### src/rtl/nand_host_pkg.sv
package nand_host_pkg;

  localparam int ADDR_W = 5;
  localparam int CFG_W  = 16;
  localparam int TIM_W  = 3;
  localparam int BYTE_W = 8;
  localparam int CODE_W = 24;

  localparam logic [CFG_W-1:0] CFG_MASK = 16'h9FFF;
  localparam int CFG_EN   = 15;
  localparam int CFG_ECLR = 12;
  localparam int CFG_CE   = 11;
  localparam int CFG_SU_LSB = 0;
  localparam int CFG_ST_LSB = 4;
  localparam int CFG_HO_LSB = 8;

  localparam logic [ADDR_W-1:0] OFF_CFG  = 5'h00;
  localparam logic [ADDR_W-1:0] OFF_CMD  = 5'h04;
  localparam logic [ADDR_W-1:0] OFF_ADR  = 5'h08;
  localparam logic [ADDR_W-1:0] OFF_DAT  = 5'h0C;
  localparam logic [ADDR_W-1:0] OFF_STA  = 5'h10;
  localparam logic [ADDR_W-1:0] OFF_ECC0 = 5'h14;
  localparam logic [ADDR_W-1:0] OFF_ECC1 = 5'h15;
  localparam logic [ADDR_W-1:0] OFF_ECC2 = 5'h16;

  typedef enum logic [1:0] {OP_CMD, OP_ADR, OP_WDAT, OP_RDAT} nand_op_e;
  typedef enum logic [1:0] {PH_IDLE, PH_SETUP, PH_STROBE, PH_HOLD} nand_ph_e;

  typedef struct packed {
    logic [TIM_W-1:0] hold;
    logic [TIM_W-1:0] strobe;
    logic [TIM_W-1:0] setup;
  } nand_tim_t;

endpackage

### src/rtl/nand_reg_file.sv
module nand_reg_file
  import nand_host_pkg::*;
#(
  parameter int DW = 32
) (
  input  logic              clk_i,
  input  logic              rst_ni,
  input  logic [ADDR_W-1:0] addr_i,
  input  logic [DW-1:0]     wdata_i,
  input  logic              wr_i,
  input  logic              rd_i,
  input  logic              busy_i,
  input  logic              rb_i,
  input  logic [CODE_W-1:0] code_i,
  input  logic              rd_done_i,
  input  logic [BYTE_W-1:0] rd_byte_i,
  output logic [CFG_W-1:0]  cfg_o,
  output logic              start_o,
  output nand_op_e          op_o,
  output logic [BYTE_W-1:0] byte_o,
  output logic [DW-1:0]     rdata_o,
  output logic              rvalid_o,
  output logic              ecc_clr_o
);

  logic [CFG_W-1:0]  cfg_q;
  logic [BYTE_W-1:0] cmd_q, adr_q;
  logic [DW-1:0]     rdata_q;
  logic              rvalid_q, clr_q;
  logic              acc_wr, acc_rd, en, seq_rd;
  logic [DW-1:0]     rd_val;

  assign en     = cfg_q[CFG_EN];
  assign acc_wr = wr_i & ~busy_i;
  assign acc_rd = rd_i & ~wr_i & ~busy_i;
  assign seq_rd = acc_rd & en & (addr_i == OFF_DAT);

  always_comb begin
    rd_val = '0;
    case (addr_i)
      OFF_CFG:  rd_val[CFG_W-1:0]  = cfg_q;
      OFF_CMD:  rd_val[BYTE_W-1:0] = cmd_q;
      OFF_ADR:  rd_val[BYTE_W-1:0] = adr_q;
      OFF_STA:  rd_val[0]          = rb_i;
      OFF_ECC0: rd_val[BYTE_W-1:0] = code_i[7:0];
      OFF_ECC1: rd_val[BYTE_W-1:0] = code_i[15:8];
      OFF_ECC2: rd_val[BYTE_W-1:0] = code_i[23:16];
      default:  rd_val = '0;
    endcase
  end

  always_comb begin
    start_o = 1'b0;
    op_o    = OP_CMD;
    byte_o  = wdata_i[BYTE_W-1:0];
    if (en && acc_wr) begin
      case (addr_i)
        OFF_CMD: begin start_o = 1'b1; op_o = OP_CMD;  end
        OFF_ADR: begin start_o = 1'b1; op_o = OP_ADR;  end
        OFF_DAT: begin start_o = 1'b1; op_o = OP_WDAT; end
        default: ;
      endcase
    end else if (seq_rd) begin
      start_o = 1'b1;
      op_o    = OP_RDAT;
      byte_o  = '0;
    end
  end

  always_ff @(posedge clk_i or negedge rst_ni) begin
    if (!rst_ni) begin
      cfg_q    <= '0;
      cmd_q    <= '0;
      adr_q    <= '0;
      clr_q    <= 1'b1;
      rvalid_q <= 1'b0;
      rdata_q  <= '0;
    end else begin
      clr_q    <= 1'b0;
      rvalid_q <= 1'b0;
      if (acc_wr) begin
        case (addr_i)
          OFF_CFG: begin
            cfg_q <= wdata_i[CFG_W-1:0] & CFG_MASK;
            clr_q <= wdata_i[CFG_ECLR];
          end
          OFF_CMD: cmd_q <= wdata_i[BYTE_W-1:0];
          OFF_ADR: adr_q <= wdata_i[BYTE_W-1:0];
          default: ;
        endcase
      end
      if (rd_done_i) begin
        rvalid_q <= 1'b1;
        rdata_q  <= {{(DW-BYTE_W){1'b0}}, rd_byte_i};
      end else if (acc_rd && !seq_rd) begin
        rvalid_q <= 1'b1;
        rdata_q  <= rd_val;
      end
    end
  end

  assign cfg_o     = cfg_q;
  assign rdata_o   = rdata_q;
  assign rvalid_o  = rvalid_q;
  assign ecc_clr_o = clr_q;


  cfg_mask_chk: assert property (@(posedge clk_i) disable iff (!rst_ni)
    cfg_q[14:13] == 2'b00);


  busy_hold_chk: assert property (@(posedge clk_i) disable iff (!rst_ni)
    busy_i |=> ($stable(cfg_q) && $stable(cmd_q) && $stable(adr_q)));

endmodule

### src/rtl/nand_pin_seq.sv
module nand_pin_seq
  import nand_host_pkg::*;
(
  input  logic              clk_i,
  input  logic              rst_ni,
  input  logic              start_i,
  input  nand_op_e          op_i,
  input  logic [BYTE_W-1:0] byte_i,
  input  nand_tim_t         tim_i,
  input  logic              wp_i,
  input  logic [BYTE_W-1:0] io_i,
  output logic              busy_o,
  output logic              cle_o,
  output logic              ale_o,
  output logic              nwe_o,
  output logic              nre_o,
  output logic              wp_o,
  output logic [BYTE_W-1:0] io_o,
  output logic              io_oe_o,
  output logic              rd_done_o,
  output logic [BYTE_W-1:0] byte_o,
  output logic              ecc_valid_o
);

  nand_ph_e          ph_q;
  nand_op_e          op_q;
  logic [TIM_W-1:0]  cnt_q;
  logic [BYTE_W-1:0] byte_q;
  logic              wp_q, done_q, ecc_q;
  logic              last;

  assign last = (cnt_q == '0);

  always_ff @(posedge clk_i or negedge rst_ni) begin
    if (!rst_ni) begin
      ph_q   <= PH_IDLE;
      op_q   <= OP_CMD;
      cnt_q  <= '0;
      byte_q <= '0;
      wp_q   <= 1'b0;
      done_q <= 1'b0;
      ecc_q  <= 1'b0;
    end else begin
      done_q <= 1'b0;
      ecc_q  <= 1'b0;
      case (ph_q)
        PH_IDLE: if (start_i) begin
          ph_q   <= PH_SETUP;
          op_q   <= op_i;
          byte_q <= byte_i;
          wp_q   <= wp_i;
          cnt_q  <= tim_i.setup;
        end
        PH_SETUP: if (last) begin
          ph_q  <= PH_STROBE;
          cnt_q <= tim_i.strobe;
        end else cnt_q <= cnt_q - 1'b1;
        PH_STROBE: if (last) begin
          ph_q  <= PH_HOLD;
          cnt_q <= tim_i.hold;
          if (op_q == OP_RDAT) byte_q <= io_i;
        end else cnt_q <= cnt_q - 1'b1;
        PH_HOLD: if (last) begin
          ph_q   <= PH_IDLE;
          done_q <= (op_q == OP_RDAT);
          ecc_q  <= (op_q == OP_RDAT) || (op_q == OP_WDAT);
        end else cnt_q <= cnt_q - 1'b1;
        default: ph_q <= PH_IDLE;
      endcase
    end
  end

  assign busy_o      = (ph_q != PH_IDLE);
  assign cle_o       = busy_o && (op_q == OP_CMD);
  assign ale_o       = busy_o && (op_q == OP_ADR);
  assign io_oe_o     = busy_o && (op_q != OP_RDAT);
  assign io_o        = io_oe_o ? byte_q : '0;
  assign nwe_o       = !((ph_q == PH_STROBE) && (op_q != OP_RDAT));
  assign nre_o       = !((ph_q == PH_STROBE) && (op_q == OP_RDAT));
  assign wp_o        = busy_o ? wp_q : wp_i;
  assign rd_done_o   = done_q;
  assign byte_o      = byte_q;
  assign ecc_valid_o = ecc_q;


  latch_excl_chk: assert property (@(posedge clk_i) disable iff (!rst_ni)
    !(cle_o && ale_o));


  we_drives_chk: assert property (@(posedge clk_i) disable iff (!rst_ni)
    !nwe_o |-> (io_oe_o && nre_o));


  re_no_drive_chk: assert property (@(posedge clk_i) disable iff (!rst_ni)
    !nre_o |-> (!io_oe_o && !cle_o && !ale_o));


  wp_stable_chk: assert property (@(posedge clk_i) disable iff (!rst_ni)
    (busy_o && $past(busy_o)) |-> $stable(wp_o));


  ecc_after_hold_chk: assert property (@(posedge clk_i) disable iff (!rst_ni)
    ecc_valid_o |-> ($past(ph_q) == PH_HOLD));

endmodule

### src/rtl/nand_host_ctrl.sv
module nand_host_ctrl
  import nand_host_pkg::*;
#(
  parameter int DW = 32
) (
  input  logic              clk_i,
  input  logic              rst_ni,
  input  logic [ADDR_W-1:0] reg_addr_i,
  input  logic [DW-1:0]     reg_wdata_i,
  input  logic              reg_wr_i,
  input  logic              reg_rd_i,
  output logic [DW-1:0]     reg_rdata_o,
  output logic              reg_rvalid_o,
  output logic              reg_busy_o,
  output logic              nand_cle_o,
  output logic              nand_ale_o,
  output logic              nand_nce_o,
  output logic              nand_wp_o,
  output logic              nand_nwe_o,
  output logic              nand_nre_o,
  output logic [BYTE_W-1:0] nand_io_o,
  output logic              nand_io_oe_o,
  input  logic [BYTE_W-1:0] nand_io_i,
  input  logic              nand_rb_i,
  input  logic              wp_i,
  output logic [BYTE_W-1:0] ecc_byte_o,
  output logic              ecc_valid_o,
  output logic              ecc_clr_o,
  input  logic [CODE_W-1:0] ecc_code_i
);

  logic [CFG_W-1:0]  cfg;
  logic              start, busy, rd_done;
  nand_op_e          op;
  logic [BYTE_W-1:0] wr_byte, seq_byte;
  nand_tim_t         tim;

  assign tim.setup  = cfg[CFG_SU_LSB +: TIM_W];
  assign tim.strobe = cfg[CFG_ST_LSB +: TIM_W];
  assign tim.hold   = cfg[CFG_HO_LSB +: TIM_W];

  nand_reg_file #(.DW(DW)) i_regs (
    .clk_i     (clk_i),
    .rst_ni    (rst_ni),
    .addr_i    (reg_addr_i),
    .wdata_i   (reg_wdata_i),
    .wr_i      (reg_wr_i),
    .rd_i      (reg_rd_i),
    .busy_i    (busy),
    .rb_i      (nand_rb_i),
    .code_i    (ecc_code_i),
    .rd_done_i (rd_done),
    .rd_byte_i (seq_byte),
    .cfg_o     (cfg),
    .start_o   (start),
    .op_o      (op),
    .byte_o    (wr_byte),
    .rdata_o   (reg_rdata_o),
    .rvalid_o  (reg_rvalid_o),
    .ecc_clr_o (ecc_clr_o)
  );

  nand_pin_seq i_seq (
    .clk_i       (clk_i),
    .rst_ni      (rst_ni),
    .start_i     (start),
    .op_i        (op),
    .byte_i      (wr_byte),
    .tim_i       (tim),
    .wp_i        (wp_i),
    .io_i        (nand_io_i),
    .busy_o      (busy),
    .cle_o       (nand_cle_o),
    .ale_o       (nand_ale_o),
    .nwe_o       (nand_nwe_o),
    .nre_o       (nand_nre_o),
    .wp_o        (nand_wp_o),
    .io_o        (nand_io_o),
    .io_oe_o     (nand_io_oe_o),
    .rd_done_o   (rd_done),
    .byte_o      (seq_byte),
    .ecc_valid_o (ecc_valid_o)
  );

  assign reg_busy_o = busy;
  assign nand_nce_o = cfg[CFG_CE];
  assign ecc_byte_o = seq_byte;


  off_quiet_chk: assert property (@(posedge clk_i) disable iff (!rst_ni)
    (!cfg[CFG_EN] && !busy) |=> (nand_nwe_o && nand_nre_o && !nand_cle_o && !nand_ale_o && !reg_busy_o));

endmodule

### config.mk
export PLATFORM = sky130hd
export DESIGN_NAME = nand_host_ctrl
export DESIGN_NICKNAME = d
export VERILOG_FILES = /design/src/rtl/nand_host_pkg.sv /design/src/rtl/nand_reg_file.sv /design/src/rtl/nand_pin_seq.sv /design/src/rtl/nand_host_ctrl.sv
export SDC_FILE = /design/constraint.sdc
export NUM_CORES = 1
export LEC_CHECK = 0
export BUFFER_PORTS_ARGS = -buffer_cell sky130_fd_sc_hd__buf_2
export CAP_MARGIN = 20
export CORE_MARGIN = 5
export CORE_UTILIZATION = 25
export CTS_CLUSTER_DIAMETER = 30
export DETAILED_ROUTE_END_ITERATION = 8
export GPL_ROUTABILITY_DRIVEN = 0
export HOLD_SLACK_MARGIN = 0.12
export SETUP_SLACK_MARGIN = 0.3
export SLEW_MARGIN = 40
export SYNTH_ARGS = -nofsm -noshare
export SYNTH_HDL_FRONTEND = slang
export SYNTH_SLANG_ARGS = --single-unit
### constraint.sdc
create_clock -name clk_i -period 2.2 [get_ports clk_i]
set_input_delay 0.33 -clock clk_i [delete_from_list [all_inputs] [get_ports clk_i]]
set_output_delay 0.33 -clock clk_i [all_outputs]
set_load 0.02 [all_outputs]
* Word-level counts from Yosys, hierarchy flattened
Cells that the tools add are included.
** Storage, ports and cells
- Input bits :: 75
- Bits in latches :: 0
- Bits in read-only memories :: 0
- Memories :: 0
- Register bits after elaboration :: 82
- Output and inout bits :: 59
- Bits in writable memories :: 0
- Logic and storage cells :: 104
** Cells by class
- Shift operators :: 0
- Multipliers :: 0
- Bitwise operators :: 7
- Add/sub/neg operators :: 1
- Reductions and logical operators :: 26
- Muxes and demuxes :: 37
- Equality and inequality tests :: 20
- Divide/modulo/power cells :: 0
- $lt $le $gt $ge :: 0
** Operators by type and width (number)
- 2-to-1 mux 32 bit :: 2
- 2-to-1 mux 8 bit :: 7
- one-hot mux 7 bit (6 select lines) :: 1
- == test 5 bit, second input constant :: 4
- one-hot mux 8 bit (2 select lines) :: 1
- 2-to-1 mux 1 bit :: 12
- 2-to-1 mux 2 bit :: 6
- 2-to-1 mux 3 bit :: 4
- one-hot mux 3 bit (4 select lines) :: 1
- == test 5 x 4 -> 1 bit, second input constant :: 2
- AND reduction 2 bit :: 5
- == test 2 bit, second input constant :: 4
- != test 2 x 1 -> 1 bit, second input constant :: 4
- one-hot mux 2 bit (4 select lines) :: 1
- AND reduction 4 bit :: 2
- logical AND 1 bit :: 7
- one-hot mux 1 bit (7 select lines) :: 1
- != test 2 bit, second input constant :: 3
- nonzero test 2 bit :: 3
- bitwise AND 1 bit :: 5
- == test 5 x 3 -> 1 bit, second input constant :: 1
- zero test 5 bit :: 1
- == test 2 x 1 -> 1 bit, second input constant :: 2
- zero test 2 bit :: 2
- other kinds (7) :: 10

* Depth between registers and ports, before layout
Gate-level depths: netlist (run 1).
- Depth after elaboration :: 9
- Mapped depth :: 9
- Gate-level depth less buffers :: 7

* Modules after synthesis
From an unflattened synthesis (run 1), not the netlist that was laid out.
** Second synthesis, totals
- Cells, all modules :: 344
- Area, all modules :: 3683.5 um^2
** Modules (own cells, without submodules)
- nand_reg_file :: area an instance 2576.2 um^2, cells an instance 231, times used 1, seq. area each 1152.4 um^2
- nand_pin_seq :: area an instance 1107.3 um^2, cells an instance 113, times used 1, seq. area each 450.4 um^2

* Worst setup path before layout (run 1)
Ideal clock, no wire load.
- Kind :: flip-flop to flip-flop
- From :: register i_seq.ph_q[0]
- To :: register i_seq.byte_q[0] (netlist: i_seq.byte_o[0])
- Stages on the path, launching flop included :: 9
- Arrival :: 2.034 ns
- Clock period less this slack :: 2.159 ns
- Path buffers :: 1
- Data required time :: 2.075 ns
- Slack :: 0.041 ns
- Path through :: dfrtp_1 > inv_1 > ha_1 > buf_2 > nand2_1 > or4_4 > nand3b_4 > nand2_4 > mux2_4
** On the way
- Longest elaborated chain between the ends :: 9
- Elaborated cells on any way between the ends :: 20
** RTL lines
- start: declaration :: line nand_pin_seq.sv:25 : nand_ph_e ph_q;
- start signal: assignment :: line nand_pin_seq.sv:36 : ph_q <= PH_IDLE;
- start signal: assignment :: line nand_pin_seq.sv:48 : ph_q <= PH_SETUP;
- start signal: assignment :: line nand_pin_seq.sv:55 : ph_q <= PH_STROBE;
- nonzero test 2 bit :: line nand_pin_seq.sv:73 : assign busy_o = (ph_q != PH_IDLE);
- NOT 1 bit :: line nand_reg_file.sv:34, nand_reg_file.sv:35
- bitwise AND 1 bit :: line nand_reg_file.sv:35 : assign acc_rd = rd_i & ~wr_i & ~busy_i;
- bitwise AND 1 bit (2 in a row) :: line nand_reg_file.sv:36 : assign seq_rd = acc_rd & en & (addr_i == OFF_DAT);
- 2-to-1 mux 1 bit or 2-to-1 mux 8 bit (tied branches) :: line nand_reg_file.sv:63 : end else if (seq_rd) begin
- 2-to-1 mux 1 bit or 2-to-1 mux 8 bit (tied branches) :: line nand_reg_file.sv:56 : if (en && acc_wr) begin
- != test 2 bit (no source line) or 2-to-1 mux 8 bit (tied branches)
- AND reduction 4 bit (no source line) or one-hot mux 8 bit (2 select lines) (tied branches)
- end signal: assignment :: line nand_pin_seq.sv:50 : byte_q <= byte_i;
- end signal: assignment :: line nand_pin_seq.sv:61 : if (op_q == OP_RDAT) byte_q <= io_i;
- end: declaration :: line nand_pin_seq.sv:28 : logic [BYTE_W-1:0] byte_q;
Parallel ways exist; a longest one is shown, timed or not. The select of a mux whose other input is x is not followed.
A chain may end at the register's enable or synchronous reset.

* Worst setup path after layout (run 1)
- From :: register i_regs.cfg_q[15] (netlist: i_regs.cfg_o[15])
- To :: register i_seq.byte_q[2] (netlist: i_seq.byte_o[2])
** On the way
- Longest elaborated chain between the ends :: 6
- Elaborated cells on any way between the ends :: 11
** RTL lines
- start: declaration :: line nand_reg_file.sv:26 : logic [CFG_W-1:0] cfg_q;
- start signal: assignment :: line nand_reg_file.sv:84 : cfg_q <= wdata_i[CFG_W-1:0] & CFG_MASK;
- bitwise AND 1 bit (2 in a row) :: line nand_reg_file.sv:36
- 2-to-1 mux 1 bit or 2-to-1 mux 8 bit (tied branches) :: line nand_reg_file.sv:63
- 2-to-1 mux 1 bit or 2-to-1 mux 8 bit (tied branches) :: line nand_reg_file.sv:56
- != test 2 bit (no source line) or 2-to-1 mux 8 bit (tied branches)
- AND reduction 4 bit (no source line) or one-hot mux 8 bit (2 select lines) (tied branches)
Parallel ways exist; a longest one is shown, timed or not. The select of a mux whose other input is x is not followed.

==> metrics.txt, run 1 <==
# TYPE chip_impl_metric gauge
chip_impl_metric{name="pre_cts_slack",unit="ns"} 0.0553
chip_impl_metric{name="route.antenna.remaining_nets",unit=""} 0
chip_impl_metric{name="starting_utilization_of_the_core_area",unit=""} 0.255
chip_impl_metric{name="total_routing_usage_gr",unit=""} 0.124
chip_impl_info{name="start_kind",value="flop"} 1
chip_impl_metric{name="crit_arrival",unit="ns"} 2.23
chip_impl_metric{name="tightest_slew",unit="ns"} 0.655
chip_impl_metric{name="ys_async_sr_fraction",unit=""} 1.00
chip_impl_metric{name="synth_compound_area_frac",unit=""} 0.130
chip_impl_metric{name="std_cell_rows",unit=""} 43
chip_impl_info{name="yosys-top-cells-area",value="dfrtp_1 (45%), mux2_2 (9.9%), a22o_1 (5.7%), mux2i_1 (5.7%), buf_4 (4.0%)"} 1
chip_impl_metric{name="yosys.area_share.xor_xnor",unit=""} 0.00495
chip_impl_info{name="synthMostInstantiatedCell",value="dfrtp_1"} 1
chip_impl_info{name="synth_top_cells_by_count",value="dfrtp_1 (63), mux2_2 (31), a22o_1 (23)"} 1
chip_impl_metric{name="via_per_inst",unit=""} 4.60
chip_impl_metric{name="tritoncts.num_buffers",unit=""} 9
chip_impl_metric{name="detail_route.first_pass.iterations",unit=""} 4
chip_impl_info{name="grt_setup_unrepaired",value="true"} 1
chip_impl_metric{name="synth_warnings",unit=""} 0
chip_impl_metric{name="clk_pin_slew_worst_paths",unit="ns"} 0.06
chip_impl_metric{name="pwr_density_cell",unit="nW/um^2"} 1200
chip_impl_metric{name="first_global_vias",unit=""} 3029
chip_impl_info{name="result_of_the_run",value="completed"} 1
chip_impl_info{name="clockRootBuffer",value="clkbuf_16"} 1
chip_impl_metric{name="layout.cells.non_filler",unit=""} 617
chip_impl_metric{name="post_synth_instance_area",unit="sq um"} 3540
chip_impl_metric{name="yosys_register_bits",unit=""} 64
chip_impl_metric{name="timing.final.hold_violations",unit=""} 0
chip_impl_metric{name="chipWidth",unit="um"} 129
chip_impl_metric{name="slew_headroom",unit=""} 0.562
chip_impl_metric{name="drt-total-wl",unit="um"} 10400
chip_impl_metric{name="worst_clock_skew",unit="ns"} 0.0109
chip_impl_metric{name="drt-initial-drc-count",unit=""} 151
chip_impl_info{name="critical_path.endpoint_type",value="flop"} 1
chip_impl_metric{name="final_period_minus_worst_setup_slack",unit="ns"} 2.01
chip_impl_metric{name="slew_viol_final",unit=""} 0
chip_impl_metric{name="die_height",unit="um"} 129
chip_impl_metric{name="final.period_utilization",unit=""} 0.915
chip_impl_metric{name="fin_nets",unit=""} 514
chip_impl_info{name="class_of_the_tightest_hold_or_removal_check",value="in -> reg"} 1
chip_impl_metric{name="route.detailed.drc",unit=""} 0
chip_impl_metric{name="setup_violations",unit=""} 0
chip_impl_metric{name="buffer_ports.inserted",unit=""} 97
chip_impl_metric{name="routed-via-count",unit=""} 2838
chip_impl_metric{name="max_freq",unit="GHz"} 0.497
chip_impl_metric{name="global_route.overflow_total",unit=""} 0
chip_impl_metric{name="wire_per_inst",unit="um"} 16.9
chip_impl_metric{name="io_pins",unit=""} 134
chip_impl_metric{name="power.static_leakage",unit="nW"} 2.43
chip_impl_metric{name="htree_levels",unit=""} 3
chip_impl_metric{name="ir_drop",unit="V"} 0.000393
chip_impl_info{name="synth_area_leader_cell",value="dfrtp_1"} 1
chip_impl_metric{name="worstSkewPairLatency",unit="ns"} 0.33
chip_impl_metric{name="synth_mux_area_frac",unit=""} 0.208
chip_impl_metric{name="cap_violations",unit=""} 0
chip_impl_metric{name="n_antenna_cell",unit=""} 0
chip_impl_metric{name="placedCellCount",unit=""} 581
chip_impl_metric{name="hold-worst-slack",unit="ns"} 0.234
chip_impl_metric{name="placeableCoreArea",unit="sq um"} 13900
chip_impl_metric{name="synthesized_area_divided_by_synthesized_cell_count",unit="sq um"} 11.7
chip_impl_metric{name="largest_net_degree_at_the_start_of_global_routing",unit=""} 65
chip_impl_metric{name="crit_fanout",unit=""} 8
chip_impl_info{name="main_combinational_cell_family_by_area_after_synthesis",value="multiplexers"} 1
chip_impl_metric{name="first_pass_grt_wire_length",unit="um"} 16100
chip_impl_metric{name="post_synth_and_or_nand_nor_area_fraction",unit=""} 0.115
chip_impl_metric{name="layout_setup_ws",unit="ns"} 0.186
chip_impl_metric{name="required",unit="ns"} 2.41
chip_impl_metric{name="total_negative_slack",unit="ns"} 0
chip_impl_metric{name="die_area",unit="sq um"} 16600
chip_impl_metric{name="ctsLongestPathBuffers",unit=""} 2
chip_impl_metric{name="drive_above_1_share",unit=""} 0.497
chip_impl_info{name="cts_tree",value="done"} 1
chip_impl_metric{name="place_hpwl",unit="um"} 7960
chip_impl_metric{name="number_of_enable_type_register_cells_in_the_synthesized_netlist",unit=""} 0
chip_impl_metric{name="yosys.cell_types.count",unit=""} 48
chip_impl_metric{name="numClockSinks",unit=""} 64
chip_impl_metric{name="number_of_antenna_violations_at_the_first_check_in_global_routing",unit=""} 2
chip_impl_metric{name="post_synth_fa_ha_maj_area_fraction",unit=""} 0.0247
chip_impl_metric{name="syn_to_final_growth",unit="%"} 38.0
chip_impl_metric{name="post-synth-top-area-fraction",unit=""} 0.445
chip_impl_info{name="critPathKind",value="reg -> reg"} 1
chip_impl_metric{name="syn-instance-count",unit=""} 302
chip_impl_info{name="synth-main-ff-cell",value="dfrtp_1"} 1
chip_impl_metric{name="synth.yosys.seq_area_share",unit=""} 0.453
-- repair_timing --
action,4_1_cts,5_1_grt
hold endpoints to repair,63,0
pin swaps,2,2
gates resized for setup,6,9
setup buffers,15,4
endpoints found under the setup margin,37,35
hold buffers,1,0
-- area by class of cell --
type | count | area (sq um)
clock buffer | 9 | 225
clock inverter | 7 | 103
fill | 1412 | 8990
inverter | 6 | 22.5
multi-input combinational | 216 | 1900
sequential | 64 | 1600
tap | 180 | 225
timing repair buffer | 135 | 811
-- per-layer routing --
| layer | global-route usage | vias up | share of wire | wire [um] |
|---|---|---|---|---|
| li1 | - | 1339 | - | - |
| met1 | 0.149 | 1400 | 0.42 | 4370 |
| met2 | 0.220 | 82 | 0.51 | 5300 |
| met3 | 0.0334 | 13 | 0.058 | 604 |
| met4 | 0.0309 | 4 | 0.0095 | 99 |
| met5 | 0 | - | 0.0031 | 32 |
-- cell families (layout without fill, tap and decap cells) --
| logic type | Yosys count | after routing |
|---|---|---|
| multiplexers | 64 | 64 |
| flip-flops | 64 | 64 |
| AND/OR/NAND/NOR | 64 | 64 |
| AO/OA/AOI/OAI | 61 | 61 |
| buffers and inverters | 39 | 157 |
| adder cells (fa/ha/maj) | 7 | 7 |
| XOR/XNOR | 2 | 2 |
| other | 1 | 18 |
-- critical path: stages (launching register included) --
cell and delay [ns]:
dfrtp_1 0.36, or3b_4 0.41, or4_4 0.55, nand3b_4 0.15, nand2_8 0.10, mux2_4 0.32
-- report_power, final --
group	internal, mW	total [mW]	switching, mW
sequential	1.48	1.72	0.239
combinational	1.25	2.56	1.31
clock	1.00	1.57	0.563
total	3.73	5.84	2.11
-- cells in the final DEF, fill, tap and decap left out, drive strengths merged, types with 2 or more instances in the layout --
cell / count
clkbuf: 9
a21oi: 10
a22o: 23
a221o: 8
nand2: 8
nor3b: 8
and2: 10
o21ai: 9
a22oi: 3
nand3b: 3
mux2i: 20
xnor2: 2
conb: 18
mux2: 43
nor3: 7
nand2b: 2
or4: 2
ha: 7
nor2b: 6
clkinv: 2
nor4: 2
inv: 8
buf: 134
nor2: 12
dfrtp: 63
bufinv: 2
o22ai: 4
-- flip-flops by register name (all words and copies together) (netlist names) --
register	cells
i_seq.wp_q	1
i_regs.rvalid_o	1
i_seq.byte_o	8
i_regs.cmd_q	8
i_seq.ph_q	2
i_seq.op_q	2
i_seq.ecc_valid_o	1
i_regs.cfg_o	14
i_regs.ecc_clr_o	1
i_seq.rd_done_o	1
i_regs.rdata_o	14
i_regs.adr_q	8
i_seq.cnt_q	3
-- stage by stage --
stage               utilization  power (mW)  instance area [sq um]
floorplan                     -        3.33                   3710
global placement          0.313        3.95                   4350
CTS                       0.347        5.81                   4820
finish                    0.352        5.84                   4890
detailed placement        0.313        4.01                   4350
global route              0.352        6.17                   4890
-- path summary, 6_finish.rpt --
| path | from | to | slack, ns | cells past startpoint |
|---|---|---|---|---|
| hold reg to reg | i_regs.rdata_o[7] | i_regs.rdata_o[7] | 0.50 | 2 |
| hold / removal | reg_wdata_i[12] | i_regs.ecc_clr_o | 0.23 | 2 |
| setup reg to reg | i_regs.cfg_o[15] | i_seq.byte_o[2] | 0.19 | 5 |
| min in group asynchronous | rst_ni | i_regs.cfg_o[8] | 0.55 | 3 |
| max in group asynchronous | rst_ni | i_regs.ecc_clr_o | 1.34 | 3 |
| setup / recovery | i_regs.cfg_o[15] | i_seq.byte_o[2] | 0.19 | 5 |
Note: power is estimated with default switching activity, not from simulation.
==> run 2, diff against run 1 <==
==> constraint.sdc (replaced) <==
create_clock -name clk_i -period 2.2 [get_ports clk_i]
set_input_delay 0.22 -clock clk_i [delete_from_list [all_inputs] [get_ports clk_i]]
set_output_delay 0.22 -clock clk_i [all_outputs]
set_load 0.02 [all_outputs]
==> metrics.txt, run 2 (synthesized netlist as in run 1, its figures left out) <==
# TYPE chip_impl_metric gauge
chip_impl_info{name="result_of_the_run",value="completed"} 1
chip_impl_metric{name="required",unit="ns"} 2.41
chip_impl_metric{name="max_freq",unit="GHz"} 0.498
chip_impl_metric{name="ir_drop",unit="V"} 0.000473
chip_impl_metric{name="numClockSinks",unit=""} 64
chip_impl_metric{name="ff2ff_setup_slack",unit="ns"} 0.19
chip_impl_info{name="rr_startpoint",value="i_regs.cfg_o[15]"} 1
chip_impl_metric{name="ctsLongestPathBuffers",unit=""} 2
chip_impl_info{name="start_kind",value="flop"} 1
chip_impl_info{name="layout_common_cells",value="buf_2 (89), dfrtp_1 (63), mux2_2 (29), a22o_1 (23)"} 1
chip_impl_info{name="critPathKind",value="reg -> reg"} 1
chip_impl_metric{name="detail_route.first_pass.iterations",unit=""} 4
chip_impl_info{name="critical_path.endpoint_type",value="flop"} 1
chip_impl_metric{name="drt-total-wl",unit="um"} 10400
chip_impl_metric{name="clk_pin_slew_worst_paths",unit="ns"} 0.05
chip_impl_info{name="rr_endpoint",value="i_seq.byte_o[7]"} 1
chip_impl_metric{name="first_pass_grt_wire_length",unit="um"} 15700
chip_impl_metric{name="placeableCoreArea",unit="sq um"} 13900
chip_impl_metric{name="slew_viol_final",unit=""} 0
chip_impl_metric{name="total_negative_slack",unit="ns"} 0
chip_impl_metric{name="setup_violations",unit=""} 0
chip_impl_metric{name="total_routing_usage_gr",unit=""} 0.123
chip_impl_metric{name="io_pins",unit=""} 134
chip_impl_metric{name="first_global_vias",unit=""} 2882
chip_impl_metric{name="holdPathStages",unit=""} 2
chip_impl_metric{name="reg2reg_depth",unit=""} 5
chip_impl_metric{name="via_per_inst",unit=""} 4.62
chip_impl_metric{name="routed-via-count",unit=""} 2802
chip_impl_info{name="class_of_the_tightest_hold_or_removal_check",value="in -> reg"} 1
chip_impl_info{name="cts_tree",value="done"} 1
chip_impl_metric{name="htree_levels",unit=""} 3
chip_impl_metric{name="number_of_antenna_violations_at_the_first_check_in_global_routing",unit=""} 2
chip_impl_metric{name="syn_to_final_growth",unit="%"} 36.3
chip_impl_metric{name="pre_cts_slack",unit="ns"} 0.121
chip_impl_metric{name="power.static_leakage",unit="nW"} 2.38
chip_impl_metric{name="chipWidth",unit="um"} 129
chip_impl_info{name="min_from",value="reg_wdata_i[15]"} 1
chip_impl_info{name="layout.cells.most_common",value="buf_2"} 1
chip_impl_metric{name="slew_headroom",unit=""} 0.609
chip_impl_metric{name="final_period_minus_worst_setup_slack",unit="ns"} 2.01
chip_impl_metric{name="place_hpwl",unit="um"} 8150
chip_impl_metric{name="starting_utilization_of_the_core_area",unit=""} 0.255
chip_impl_info{name="grt_setup_unrepaired",value="true"} 1
chip_impl_metric{name="global_route.overflow_total",unit=""} 0
chip_impl_metric{name="final_core_util",unit=""} 0.348
chip_impl_metric{name="drt-initial-drc-count",unit=""} 144
chip_impl_metric{name="cap_violations",unit=""} 0
chip_impl_metric{name="std_cell_rows",unit=""} 43
chip_impl_metric{name="n_antenna_cell",unit=""} 0
chip_impl_metric{name="layout.cells.non_filler",unit=""} 607
chip_impl_metric{name="worst_clock_skew",unit="ns"} 0.0122
chip_impl_metric{name="drive_above_1_share",unit=""} 0.487
chip_impl_metric{name="fin_nets",unit=""} 504
chip_impl_metric{name="crit_fanout",unit=""} 8
chip_impl_metric{name="pwr_density_cell",unit="nW/um^2"} 1230
chip_impl_metric{name="layout_setup_ws",unit="ns"} 0.192
chip_impl_metric{name="crit_arrival",unit="ns"} 2.22
chip_impl_metric{name="route.antenna.remaining_nets",unit=""} 0
chip_impl_metric{name="tritoncts.num_buffers",unit=""} 9
chip_impl_metric{name="final.period_utilization",unit=""} 0.913
chip_impl_metric{name="timing.final.hold_violations",unit=""} 0
chip_impl_metric{name="die_height",unit="um"} 129
chip_impl_metric{name="largest_net_degree_at_the_start_of_global_routing",unit=""} 24
chip_impl_metric{name="wire_per_inst",unit="um"} 17.2
chip_impl_info{name="clockRootBuffer",value="clkbuf_16"} 1
chip_impl_info{name="hold_path_end",value="i_regs.cfg_o[15]"} 1
chip_impl_metric{name="buffer_ports.inserted",unit=""} 97
chip_impl_metric{name="die_area",unit="sq um"} 16600
chip_impl_metric{name="route.detailed.drc",unit=""} 0
chip_impl_metric{name="tightest_slew",unit="ns"} 0.580
chip_impl_metric{name="fillCellCount",unit=""} 1377
chip_impl_metric{name="placedCellCount",unit=""} 577
chip_impl_metric{name="worstSkewPairLatency",unit="ns"} 0.33
==> run 2: per-stage QoR <==
stage	cell area, sq um	hold WS [ns]	power [mW]
4_1_cts	4700	0.126	5.68
3_3_place_gp	4270	0.218	3.93
6_report	4820	0.138	5.91
5_1_grt	4820	0.128	6.23
3_5_place_dp	4270	0.224	4.02
2_1_floorplan	3650	-0.0756	3.30
==> run 2: timing repair <==
item	in CTS	in global routing
cloned	0	1
gates resized for setup	5	36
pin swaps	4	1
setup buffers	8	1
endpoints found under the setup margin	28	31
hold endpoints to repair	22	0
hold buffers	4	0
==> run 2: layout make-up <==
| type | count | area [sq um] | area share |
|---|---|---|---|
| multi-input cells | 216 | 1870 | 0.388 |
| clock inverters | 7 | 95.1 | 0.0197 |
| well taps | 180 | 225 | 0.0467 |
| repair buffers | 125 | 779 | 0.162 |
| clock buffers | 9 | 225 | 0.0467 |
| flip-flops and latches | 64 | 1600 | 0.332 |
| inverters | 6 | 22.5 | 0.00467 |
==> run 2: metal layers <==
layer,part of all wire,GRT usage
met1,0.41,0.145
met2,0.49,0.205
met3,0.080,0.0470
met4,0.017,0.0414
met5,0.0020,0
==> run 2: worst max-delay path, stage by stage, from the launching register on <==
cell	delay (ns)
dfrtp_1	0.37
or3b_4	0.42
or4_4	0.52
nand3b_4	0.15
nand2_8	0.10
mux2_4	0.32
==> run 2: worst max-delay path by stage <==
stage	start	endpoint	slack, ns	cells after the start
floorplan	i_seq.ph_q[0]	i_seq.byte_o[0]	0.22	8
global placement	reg_addr_i[1]	i_seq.byte_o[5]	0.16	6
detailed placement	i_seq.ph_q[0]	i_seq.byte_o[7]	0.12	7
CTS	i_regs.cfg_o[15]	i_seq.byte_o[7]	0.20	5
global route	i_seq.ph_q[0]	i_seq.byte_o[7]	0.14	7
finish	i_regs.cfg_o[15]	i_seq.byte_o[7]	0.19	5
==> run 2: power breakdown <==
group | switching (mW) | total (mW) | internal, mW
registers | 0.240 | 1.72 | 1.48
clock network | 0.541 | 1.53 | 0.993
logic | 1.35 | 2.66 | 1.31
==> run 3, diff against run 2 <==
- SYNTH_HIERARCHICAL: not set -> 1
==> metrics.txt, run 3 <==
# TYPE chip_impl_metric gauge
chip_impl_metric{name="buffer_ports.inserted",unit=""} 97
chip_impl_metric{name="detail_route.first_pass.iterations",unit=""} 5
chip_impl_info{name="grt_setup_unrepaired",value="true"} 1
chip_impl_metric{name="post_synth_instance_area",unit="sq um"} 3670
chip_impl_metric{name="area.sequential",unit="sq um"} 1600
chip_impl_metric{name="chipWidth",unit="um"} 131
chip_impl_metric{name="met3RoutedLength",unit="um"} 788
chip_impl_metric{name="worstSkewPairLatency",unit="ns"} 0.33
chip_impl_info{name="top_signal_layer_used",value="met5"} 1
chip_impl_metric{name="ctsLongestPathBuffers",unit=""} 2
chip_impl_metric{name="setup_violations",unit=""} 0
chip_impl_metric{name="total_negative_slack",unit="ns"} 0
chip_impl_metric{name="drive_above_1_share",unit=""} 0.439
chip_impl_metric{name="htree_levels",unit=""} 3
chip_impl_metric{name="route.detailed.drc",unit=""} 0
chip_impl_metric{name="slew_viol_final",unit=""} 0
chip_impl_info{name="start_kind",value="flop"} 1
chip_impl_metric{name="ff2ff_setup_slack",unit="ns"} 0.32
chip_impl_metric{name="first_pass_grt_wire_length",unit="um"} 16900
chip_impl_metric{name="required",unit="ns"} 1.98
chip_impl_info{name="layout_common_cells",value="buf_2 (89), dfrtp_1 (63), mux2_2 (29), nor2_1 (28), buf_4 (22)"} 1
chip_impl_info{name="min_from",value="wp_i"} 1
chip_impl_metric{name="drt-total-wl",unit="um"} 10900
chip_impl_metric{name="holdPathStages",unit=""} 2
chip_impl_metric{name="wl_met2",unit="um"} 5180
chip_impl_metric{name="tritoncts.num_buffers",unit=""} 9
chip_impl_metric{name="fillCellCount",unit=""} 1441
chip_impl_metric{name="wire_per_inst",unit="um"} 16.6
chip_impl_metric{name="number_of_antenna_violations_at_the_first_check_in_global_routing",unit=""} 2
chip_impl_metric{name="via_per_inst",unit=""} 4.65
chip_impl_metric{name="layout.cells.non_filler",unit=""} 657
chip_impl_metric{name="power.static_leakage",unit="nW"} 2.41
chip_impl_metric{name="pwr_density_cell",unit="nW/um^2"} 1240
chip_impl_metric{name="post_dp_cell_area",unit="sq um"} 4380
chip_impl_info{name="cts_tree",value="done"} 1
chip_impl_metric{name="reg2reg_depth",unit=""} 8
chip_impl_metric{name="total_routing_usage_gr",unit=""} 0.124
chip_impl_metric{name="slew_headroom",unit=""} 0.526
chip_impl_info{name="critPathKind",value="reg -> out"} 1
chip_impl_metric{name="final_area",unit="sq um"} 4980
chip_impl_metric{name="tightest_slew",unit="ns"} 0.711
chip_impl_metric{name="worst_clock_skew",unit="ns"} 0.00615
chip_impl_metric{name="wl_met1",unit="um"} 4690
chip_impl_metric{name="fin_nets",unit=""} 548
chip_impl_metric{name="ir_drop",unit="V"} 0.000634
chip_impl_metric{name="multi_input_area",unit="sq um"} 1930
chip_impl_metric{name="std_cell_rows",unit=""} 44
chip_impl_metric{name="max_freq",unit="GHz"} 0.531
chip_impl_metric{name="crit_fanout",unit=""} 5
chip_impl_metric{name="syn-instance-count",unit=""} 342
chip_impl_metric{name="die_area",unit="sq um"} 17200
chip_impl_metric{name="placedCellCount",unit=""} 624
chip_impl_info{name="hold_path_end",value="i_seq/wp_q"} 1
chip_impl_info{name="clockRootBuffer",value="clkbuf_16"} 1
chip_impl_metric{name="placeableCoreArea",unit="sq um"} 14500
chip_impl_metric{name="numClockSinks",unit=""} 64
chip_impl_info{name="layout.cells.most_common",value="buf_2"} 1
chip_impl_metric{name="drt-initial-drc-count",unit=""} 145
chip_impl_metric{name="global_route.overflow_total",unit=""} 0
chip_impl_info{name="class_of_the_tightest_hold_or_removal_check",value="in -> reg"} 1
chip_impl_metric{name="clk_pin_slew_worst_paths",unit="ns"} 0.06
chip_impl_metric{name="timing.final.hold_violations",unit=""} 0
chip_impl_metric{name="route.antenna.remaining_nets",unit=""} 0
chip_impl_metric{name="place_hpwl",unit="um"} 8380
chip_impl_metric{name="synthesized_area_divided_by_synthesized_cell_count",unit="sq um"} 10.7
chip_impl_info{name="critical_path.endpoint_type",value="output pin"} 1
chip_impl_metric{name="synth_warnings",unit=""} 6
chip_impl_metric{name="die_height",unit="um"} 131
chip_impl_info{name="rr_startpoint",value="i_seq/ph_q[0]"} 1
chip_impl_metric{name="first_global_vias",unit=""} 3066
chip_impl_metric{name="routed-via-count",unit=""} 3053
chip_impl_metric{name="crit_arrival",unit="ns"} 1.66
chip_impl_metric{name="largest_net_degree_at_the_start_of_global_routing",unit=""} 31
chip_impl_metric{name="syn_to_final_growth",unit="%"} 35.8
chip_impl_info{name="rr_endpoint",value="i_seq/cnt_q[2]"} 1
chip_impl_metric{name="final_period_minus_worst_setup_slack",unit="ns"} 1.88
chip_impl_metric{name="starting_utilization_of_the_core_area",unit=""} 0.253
chip_impl_info{name="result_of_the_run",value="completed"} 1
chip_impl_metric{name="final.period_utilization",unit=""} 0.856
chip_impl_metric{name="layout_setup_ws",unit="ns"} 0.317
chip_impl_metric{name="io_pins",unit=""} 134
chip_impl_metric{name="cap_violations",unit=""} 0
chip_impl_metric{name="pre_cts_slack",unit="ns"} 0.215
-- run 3: worst max-delay path: stages, from the launching register on --
cell     delay, ns
dfrtp_1       0.37
inv_2         0.06
ha_4          0.18
buf_8         0.13
a21oi_4       0.17
buf_6         0.16
and2_4        0.14
buf_6         0.11
-- run 3: report_power, final --
group	internal (mW)	leakage, nW	total, mW	switching [mW]
registers	1.53	0.824	1.79	0.254
logic	1.40	1.43	2.90	1.50
clock network	0.968	0.155	1.48	0.512
-- run 3: worst max path at each step --
stage          slack, ns          start                to  depth (start not counted)
2_1_floorplan       0.27  i_seq/ph_q[0]  i_regs/cfg_o[10]                          8
3_3_place_gp        0.28  reg_addr_i[4]   i_regs/adr_q[3]                          5
3_5_place_dp        0.22  i_seq/ph_q[1]   i_seq/byte_o[3]                         10
4_1_cts             0.29  i_seq/ph_q[0]      nand_io_o[4]                          7
5_1_grt             0.25  i_seq/ph_q[0]    i_seq/cnt_q[1]                          8
6_report            0.32  i_seq/ph_q[0]      nand_io_o[3]                          7
-- run 3: cell type report --
type | count | share of cell area
diodes | 1 | 0.000502
clock buffers | 12 | 0.0535
inverters | 9 | 0.00829
well taps | 184 | 0.0462
repair buffers | 131 | 0.171
clock inverters | 4 | 0.0103
flip-flops and latches | 64 | 0.322
multi-input cells | 252 | 0.388
-- run 3: stage by stage --
step | hold slack (ns) | power, mW | util
after floorplan | -0.0756 | 3.46 | -
after global placement | 0.113 | 4.15 | 0.303
after detailed placement | 0.117 | 4.23 | 0.303
after CTS | 0.135 | 5.94 | 0.335
after global routing | 0.155 | 6.52 | 0.344
final | 0.145 | 6.16 | 0.344
-- run 3: routing by layer --
layer	track usage	vias up
met2	0.192	135
met4	0.0479	2
met5	0	-
met3	0.0344	20
met1	0.164	1457
li1	-	1439
-- run 3: repair_timing --
action	CTS	global route
hold buffers	7	0
resized for setup	19	20
setup buffers	2	5
cloned	1	1
pin swaps	0	2
hold endpoints to repair	17	0
setup endpoints to repair	21	29
